### config.mk
export PLATFORM = sky130hd
export DESIGN_NAME = lea_exec_unit
export DESIGN_NICKNAME = d
export VERILOG_FILES = /design/src/rtl/lea_pkg.sv /design/src/rtl/lea_decode.sv /design/src/rtl/lea_addr.sv /design/src/rtl/lea_writeback.sv /design/src/rtl/lea_exec_unit.sv
export SDC_FILE = /design/constraint.sdc
export NUM_CORES = 1
export LEC_CHECK = 0
export BUFFER_PORTS_ARGS = -buffer_cell sky130_fd_sc_hd__clkbuf_2
export CELL_PAD_IN_SITES_DETAIL_PLACEMENT = 1
export CELL_PAD_IN_SITES_GLOBAL_PLACEMENT = 1
export CORE_MARGIN = 4
export CORE_UTILIZATION = 46
export CTS_CLUSTER_SIZE = 20
export DETAILED_ROUTE_END_ITERATION = 7
export PLACE_DENSITY = 0.9
export SLEW_MARGIN = 20
export SYNTH_ARGS = -nofsm -noshare
export SYNTH_HDL_FRONTEND = slang
export SYNTH_SLANG_ARGS = --single-unit
### constraint.sdc
create_clock -name clk -period 8.7 [get_ports clk]
set_clock_uncertainty 0.1 [all_clocks]
set_input_delay 1.74 -clock clk [delete_from_list [all_inputs] [get_ports clk]]
set_output_delay 1.74 -clock clk [all_outputs]
set_load 0.01 [all_outputs]
### src/rtl/lea_pkg.sv
package lea_pkg;

    parameter int unsigned PTR_W = 16;

    localparam logic [7:0] OP_LOAD_X = 8'h30;
    localparam logic [7:0] OP_LOAD_Y = 8'h31;
    localparam logic [7:0] OP_LOAD_S = 8'h32;
    localparam logic [7:0] OP_LOAD_U = 8'h33;

    typedef enum logic [1:0] {
        PTR_X = 2'd0,
        PTR_Y = 2'd1,
        PTR_U = 2'd2,
        PTR_S = 2'd3
    } ptr_e;

    typedef enum logic [1:0] {
        PH_IDLE  = 2'd0,
        PH_RD_HI = 2'd1,
        PH_RD_LO = 2'd2,
        PH_DONE  = 2'd3
    } phase_e;

    typedef struct packed {
        logic              ok;
        ptr_e              dst;
        ptr_e              base;
        logic              indirect;
        logic              pre;
        logic signed [2:0] step;
        logic              use_off;
        logic        [4:0] off;
    } lea_dec_t;

endpackage

### src/rtl/lea_decode.sv
module lea_decode
    import lea_pkg::*;
(
    input  logic [7:0] opcode,
    input  logic [7:0] postbyte,
    output lea_dec_t   dec
);
    logic op_ok;
    logic mode_ok;

    always_comb begin
        dec      = '0;
        op_ok    = 1'b1;
        mode_ok  = 1'b1;
        unique case (opcode)
            OP_LOAD_X: dec.dst = PTR_X;
            OP_LOAD_Y: dec.dst = PTR_Y;
            OP_LOAD_S: dec.dst = PTR_S;
            OP_LOAD_U: dec.dst = PTR_U;
            default:   op_ok   = 1'b0;
        endcase
        dec.base = ptr_e'(postbyte[6:5]);
        if (!postbyte[7]) begin
            dec.use_off = 1'b1;
            dec.off     = postbyte[4:0];
        end else begin
            dec.indirect = postbyte[4];
            case (postbyte[3:0])
                4'b0000: dec.step = 3'sd1;
                4'b0001: dec.step = 3'sd2;
                4'b0010: begin dec.step = -3'sd1; dec.pre = 1'b1; end
                4'b0011: begin dec.step = -3'sd2; dec.pre = 1'b1; end
                4'b0100: dec.step = 3'sd0;
                default: mode_ok  = 1'b0;
            endcase
        end
        dec.ok = op_ok && mode_ok;
    end
endmodule

### src/rtl/lea_addr.sv
module lea_addr #(
    parameter int unsigned W = 16
) (
    input  logic              [W-1:0] base_val,
    input  logic                      pre,
    input  logic signed       [2:0]   step,
    input  logic                      use_off,
    input  logic              [4:0]   off,
    output logic              [W-1:0] ea,
    output logic              [W-1:0] base_new
);
    logic [W-1:0] step_ext;
    logic [W-1:0] off_ext;

    always_comb begin
        step_ext = {{(W-3){step[2]}}, step};
        off_ext  = {{(W-5){off[4]}}, off};
        base_new = base_val + step_ext;
        if (pre) begin
            ea = base_new;
        end else if (use_off) begin
            ea = base_val + off_ext;
        end else begin
            ea = base_val;
        end
    end
endmodule

### src/rtl/lea_writeback.sv
module lea_writeback
    import lea_pkg::*;
#(
    parameter int unsigned W = 16
) (
    input  logic [3:0][W-1:0] regs_in,
    input  logic              z_in,
    input  logic              base_en,
    input  ptr_e              base_sel,
    input  logic [W-1:0]      base_val,
    input  logic              dst_en,
    input  ptr_e              dst_sel,
    input  logic [W-1:0]      dst_val,
    output logic [3:0][W-1:0] regs_out,
    output logic              z_out
);
    for (genvar g = 0; g < 4; g++) begin : g_reg
        always_comb begin
            if (dst_en && (dst_sel == ptr_e'(g))) begin
                regs_out[g] = dst_val;
            end else if (base_en && (base_sel == ptr_e'(g))) begin
                regs_out[g] = base_val;
            end else begin
                regs_out[g] = regs_in[g];
            end
        end
    end

    always_comb begin
        if (dst_en && (dst_sel == PTR_X || dst_sel == PTR_Y)) begin
            z_out = (dst_val == '0);
        end else begin
            z_out = z_in;
        end
    end
endmodule

### src/rtl/lea_exec_unit.sv
module lea_exec_unit
    import lea_pkg::*;
#(
    parameter  int unsigned W  = PTR_W,
    localparam int unsigned BW = W / 2
) (
    input  logic          clk,
    input  logic          rst_n,
    input  logic          start,
    input  logic [7:0]    opcode,
    input  logic [7:0]    postbyte,
    input  logic [W-1:0]  pc_in,
    input  logic [W-1:0]  x_in,
    input  logic [W-1:0]  y_in,
    input  logic [W-1:0]  u_in,
    input  logic [W-1:0]  s_in,
    input  logic          z_in,
    output logic          mem_req,
    output logic [W-1:0]  mem_addr,
    input  logic          mem_valid,
    input  logic [BW-1:0] mem_rdata,
    output logic          done,
    output logic          unsupported,
    output logic [W-1:0]  pc_out,
    output logic [W-1:0]  x_out,
    output logic [W-1:0]  y_out,
    output logic [W-1:0]  u_out,
    output logic [W-1:0]  s_out,
    output logic          z_out
);
    localparam logic [W-1:0] PC_STEP = W'(2);

    typedef struct packed {
        phase_e            ph;
        logic [3:0][W-1:0] regs;
        logic [W-1:0]      pc;
        logic              z;
        logic [W-1:0]      ea;
        ptr_e              dst;
        logic [BW-1:0]     hi;
        logic              unsup;
    } state_t;

    state_t st_d, st_q;

    lea_dec_t          dec;
    logic [3:0][W-1:0] in_regs;
    logic [W-1:0]      ea, base_new;
    logic [3:0][W-1:0] wb_regs_in, wb_regs_out;
    logic              wb_z_in, wb_z_out;
    logic              wb_base_en, wb_dst_en;
    ptr_e              wb_dst;
    logic [W-1:0]      wb_dst_val;

    assign in_regs = {s_in, u_in, y_in, x_in};

    lea_decode u_decode (
        .opcode   (opcode),
        .postbyte (postbyte),
        .dec      (dec)
    );

    lea_addr #(.W(W)) u_addr (
        .base_val (in_regs[dec.base]),
        .pre      (dec.pre),
        .step     (dec.step),
        .use_off  (dec.use_off),
        .off      (dec.off),
        .ea       (ea),
        .base_new (base_new)
    );

    lea_writeback #(.W(W)) u_wb (
        .regs_in  (wb_regs_in),
        .z_in     (wb_z_in),
        .base_en  (wb_base_en),
        .base_sel (dec.base),
        .base_val (base_new),
        .dst_en   (wb_dst_en),
        .dst_sel  (wb_dst),
        .dst_val  (wb_dst_val),
        .regs_out (wb_regs_out),
        .z_out    (wb_z_out)
    );

    always_comb begin
        st_d       = st_q;
        wb_regs_in = (st_q.ph == PH_IDLE) ? in_regs : st_q.regs;
        wb_z_in    = (st_q.ph == PH_IDLE) ? z_in : st_q.z;
        wb_dst     = (st_q.ph == PH_IDLE) ? dec.dst : st_q.dst;
        wb_base_en = 1'b0;
        wb_dst_en  = 1'b0;
        wb_dst_val = ea;
        unique case (st_q.ph)
            PH_IDLE: begin
                if (start) begin
                    st_d.unsup = !dec.ok;
                    st_d.dst   = dec.dst;
                    st_d.ea    = ea;
                    if (dec.ok) begin
                        wb_base_en = 1'b1;
                        wb_dst_en  = !dec.indirect;
                        st_d.regs  = wb_regs_out;
                        st_d.z     = wb_z_out;
                        st_d.pc    = dec.indirect ? pc_in : pc_in + PC_STEP;
                        st_d.ph    = dec.indirect ? PH_RD_HI : PH_DONE;
                    end else begin
                        st_d.regs  = in_regs;
                        st_d.z     = z_in;
                        st_d.pc    = pc_in;
                        st_d.ph    = PH_DONE;
                    end
                end
            end
            PH_RD_HI: begin
                if (mem_valid) begin
                    st_d.hi = mem_rdata;
                    st_d.ph = PH_RD_LO;
                end
            end
            PH_RD_LO: begin
                wb_dst_val = {st_q.hi, mem_rdata};
                if (mem_valid) begin
                    wb_dst_en = 1'b1;
                    st_d.regs = wb_regs_out;
                    st_d.z    = wb_z_out;
                    st_d.pc   = st_q.pc + PC_STEP;
                    st_d.ph   = PH_DONE;
                end
            end
            PH_DONE: st_d.ph = PH_IDLE;
            default: st_d.ph = PH_IDLE;
        endcase
    end

    always_ff @(posedge clk or negedge rst_n) begin
        if (!rst_n) begin
            st_q <= '0;
        end else begin
            st_q <= st_d;
        end
    end

    assign mem_req     = (st_q.ph == PH_RD_HI) || (st_q.ph == PH_RD_LO);
    assign mem_addr    = (st_q.ph == PH_RD_LO) ? st_q.ea + W'(1) : st_q.ea;
    assign done        = (st_q.ph == PH_DONE);
    assign unsupported = st_q.unsup;
    assign pc_out      = st_q.pc;
    assign x_out       = st_q.regs[PTR_X];
    assign y_out       = st_q.regs[PTR_Y];
    assign u_out       = st_q.regs[PTR_U];
    assign s_out       = st_q.regs[PTR_S];
    assign z_out       = st_q.z;

    // Observation state for the assertions below
    logic [1:0] chk_reads_q;
    logic [7:0] chk_op_q;
    logic       chk_z_q;

    always_ff @(posedge clk or negedge rst_n) begin
        if (!rst_n) begin
            chk_reads_q <= '0;
            chk_op_q    <= '0;
            chk_z_q     <= 1'b0;
        end else if (st_q.ph == PH_IDLE && start) begin
            chk_reads_q <= '0;
            chk_op_q    <= opcode;
            chk_z_q     <= z_in;
        end else if (mem_req && mem_valid) begin
            chk_reads_q <= chk_reads_q + 2'd1;
        end
    end

    p_done_pulse_r10: assert property (@(posedge clk) disable iff (!rst_n)
        done |=> !done);

    p_req_hold_r7: assert property (@(posedge clk) disable iff (!rst_n)
        (mem_req && !mem_valid) |=> (mem_req && $stable(mem_addr)));

    p_low_byte_next_r7: assert property (@(posedge clk) disable iff (!rst_n)
        (mem_req && mem_valid && chk_reads_q == 2'd0)
            |=> (mem_req && mem_addr == $past(mem_addr) + W'(1)));

    p_read_pair_r7: assert property (@(posedge clk) disable iff (!rst_n)
        done |-> (chk_reads_q == 2'd0 || chk_reads_q == 2'd2));

    p_unsup_no_read_r9: assert property (@(posedge clk) disable iff (!rst_n)
        (done && unsupported) |-> (chk_reads_q == 2'd0));

    p_us_keep_z_r6: assert property (@(posedge clk) disable iff (!rst_n)
        (done && !unsupported && (chk_op_q == OP_LOAD_U || chk_op_q == OP_LOAD_S))
            |-> (z_out == chk_z_q));

endmodule

==> flow_summary.ini <==
[setup_path]
path_cells = clkbuf_2, mux4_2, ha_1, fa_1, a211oi_1, o21ai_0, a221oi_1, o21ai_0, mux2_2, mux2_2, a31o_1, or4b_1, nor4_2, a41o_1
slowest_stage = mux4_2
cp.arrival_ns = 6.58
r2r_setup_slack_ns = 4.19
reg2reg_depth = 11
cp_max_fo = 25
critPathCaptureType = register
start_kind = input pin
r2r_end = x_out[14]
cp.required_ns = 8.91
path_class = in2reg
rr_startpoint = st_q[108]
max_stage_delay_ns = 0.64

[floorplan]
die_y_um = 165
core_region_area_um2 = 24300
start_util_pct = 46.7
rows = 57
die_w_um = 165
io_pins = 209
dieArea_um2 = 27300

[yosys]
synthCells = 1445
ys_types = 80
yosys_warnings = 0
ys_seq_area_share_pct = 24.2
syn-cell-area_um2 = 11400
synth_edf_count = 0
synth_nets = 1581
syn_avg_cell_area_um2 = 7.87
synth_ff_type = dfrtp_1
ys_ff_latch = 110
async_flop_share_pct = 100

[timing]
max_freq_mhz = 157
hold_viol = 0
setup_viol = 0
whs_ns = 0.413
tns_ns = 0
relSlewSlack_pct = 26.8
finalCritPeriodShare_pct = 73.3
worst_pin_slew_ns = 1.10
period_minus_slack_ns = 6.37
worst_slack_ns = 2.33
maxSlewViolCount = 0
rsz0062_at_grt = no

[min_path]
hold_start = st_q[9]
hold_path_end = st_q[9]
hold_depth = 1
hold_path.class = reg2reg

[global_route]
grt_pass1_vias = 12300
grt_pass1_wl_um = 68200
grt_usage_pct = 31.7
globalRouteOverflowTotal = 0
grt_max_degree = 80
antenna_found_initial = 3

[final_layout]
layout_commonest_cell = clkbuf_2
drive_above_1_share_pct = 21.2
fin_util_pct = 50.5
nets = 1635
syn_to_final_growth_pct = 7.95
layout_common_cells = clkbuf_2 (207), nor2_1 (143), nand2_1 (143)

[power]
vdd_drop_max_v = 0.000229
power_density_nw_per_um2 = 325
p_leak_nw = 5.29

[place]
io_buffers = 208
pre_cts_ws_ns = 2.00
gp_congestion = 0.963
hpwl_um = 33500

[route]
vias_per_cell = 6.62
ant_nets = 0
dr.first_iter.drc_count = 1181
wl_per_cell_um = 24.4
wl_um = 44600
post-route-drc-count = 0
first_pass_iters = 6
dr_total_vias = 12100

[clocking]
cts_max_path_buffers = 2
cts_resized = 0
cts_setup_buffers = 0
cts-hold-fix-buffers = 0
cts_sinks = 110
root_buffer = clkbuf_16
cts_tree = done
clk_pin_slew_worst_paths_ns = 0.08
htreeDepth = 3
clock_latency_ns = 0.36
cts_buffers = 9

[job]
drv_cap = 0

[outcome]
status = complete, no violations
-- worst max-delay path: cells and delay by family --
| kind | cells | cell delay (ns) |
|---|---|---|
| and+or+nand+nor | 2 | 0.68 |
| AOI/OAI and AO/OA | 6 | 1.64 |
| adders and majority gates | 2 | 0.76 |
| muxes | 3 | 1.22 |
| buffers and inverters | 1 | 0.52 |
-- report_power, final --
| part | switching [W] | total (W) | internal, W |
|---|---|---|---|
| registers | 0.000261 | 0.00103 | 0.000769 |
| logic | 0.00155 | 0.00251 | 0.000968 |
| clock network | 0.000223 | 0.000450 | 0.000227 |
| total | 0.00203 | 0.00399 | 0.00196 |
-- cells in the mapped netlist, types with 6 or more instances --
cell type / n / area [um2]
o2111ai_1: 6 / 52.6
a31oi_1: 15 / 93.8
or2_2: 7 / 43.8
o21a_1: 8 / 60.1
o211ai_1: 36 / 270
o22ai_1: 9 / 56.3
buf_2: 12 / 60.1
nand4_1: 11 / 68.8
nor2_1: 144 / 541
mux2_2: 33 / 372
a22o_1: 16 / 140
nand3b_1: 7 / 52.6
nor2b_1: 21 / 131
a21o_1: 11 / 82.6
xor2_1: 31 / 272
ha_1: 25 / 313
mux2i_1: 69 / 691
a211oi_1: 31 / 233
dfrtp_1: 110 / 2750
nand3_1: 38 / 190
and3_1: 37 / 231
a21oi_1: 106 / 531
a221oi_1: 32 / 280
mux4_2: 12 / 270
buf_1: 9 / 33.8
inv_1: 17 / 63.8
nand2_1: 143 / 537
nor3_1: 23 / 115
buf_4: 82 / 616
nand2b_1: 8 / 50.1
xnor2_1: 34 / 298
clkbuf_1: 82 / 308
o21ai_0: 126 / 631
-- routing by layer --
| layer | up-vias | global-route usage (%) | wire length [um] |
|---|---|---|---|
| li1 | 5346 | - | - |
| met3 | 148 | 5.93 | 3850 |
| met5 | - | 0 | 20 |
| met4 | 2 | 13.5 | 1910 |
| met1 | 5964 | 41.0 | 17900 |
| met2 | 643 | 52.0 | 20900 |
-- logic make-up (layout without fill, tap and decap cells) --
logic type	Yosys count	count (layout)	share of synthesized area, %
adders and majority gates	28	28	3.19
muxes	119	119	12.8
AOI/OAI and AO/OA	453	453	25.9
xor gates and xnor gates	65	65	5.01
and+or+nand+nor	466	466	19.2
DFF	110	110	24.2
buffers and inverters	204	263	9.71
other	0	1	0
-- final cells by class --
cell class              count  area, um2
clock inverters             6       71.3
inverters                  17       63.8
fillers                  3038      12000
diodes                      1       2.50
flip-flops and latches    110       2750
repair buffers            230       1210
clock buffers              10        229
multi-input cells        1131       7540
well taps                 324        405
-- worst max-delay path by stage --
stage	to	from	slack [ns]	depth (start not counted)
floorplan	z_out	postbyte[6]	2.38	17
global placement	z_out	postbyte[5]	2.06	13
detailed placement	z_out	postbyte[5]	2.00	13
CTS	z_out	postbyte[5]	2.37	13
global route	z_out	postbyte[5]	1.89	13
finish	z_out	postbyte[5]	2.33	14
-- metrics by stage --
| step | cells | instance area (um2) | total power, W |
|---|---|---|---|
| after global placement | 1811 | 12000 | 0.00336 |
| after floorplan | 1445 | 11400 | 0.00287 |
| final | 1829 | 12300 | 0.00399 |
| after global routing | 1829 | 12300 | 0.00428 |
| after detailed placement | 1811 | 12000 | 0.00349 |
| after CTS | 1827 | 12300 | 0.00396 |
-- sequential cells by signal, summed over array words and instances (netlist names) --
register and flops:
s_out 16, unsupported 1, z_out 1, x_out 16
pc_out 16, st_q 28, y_out 16, u_out 16
Note: power is estimated with default switching activity, not from simulation.
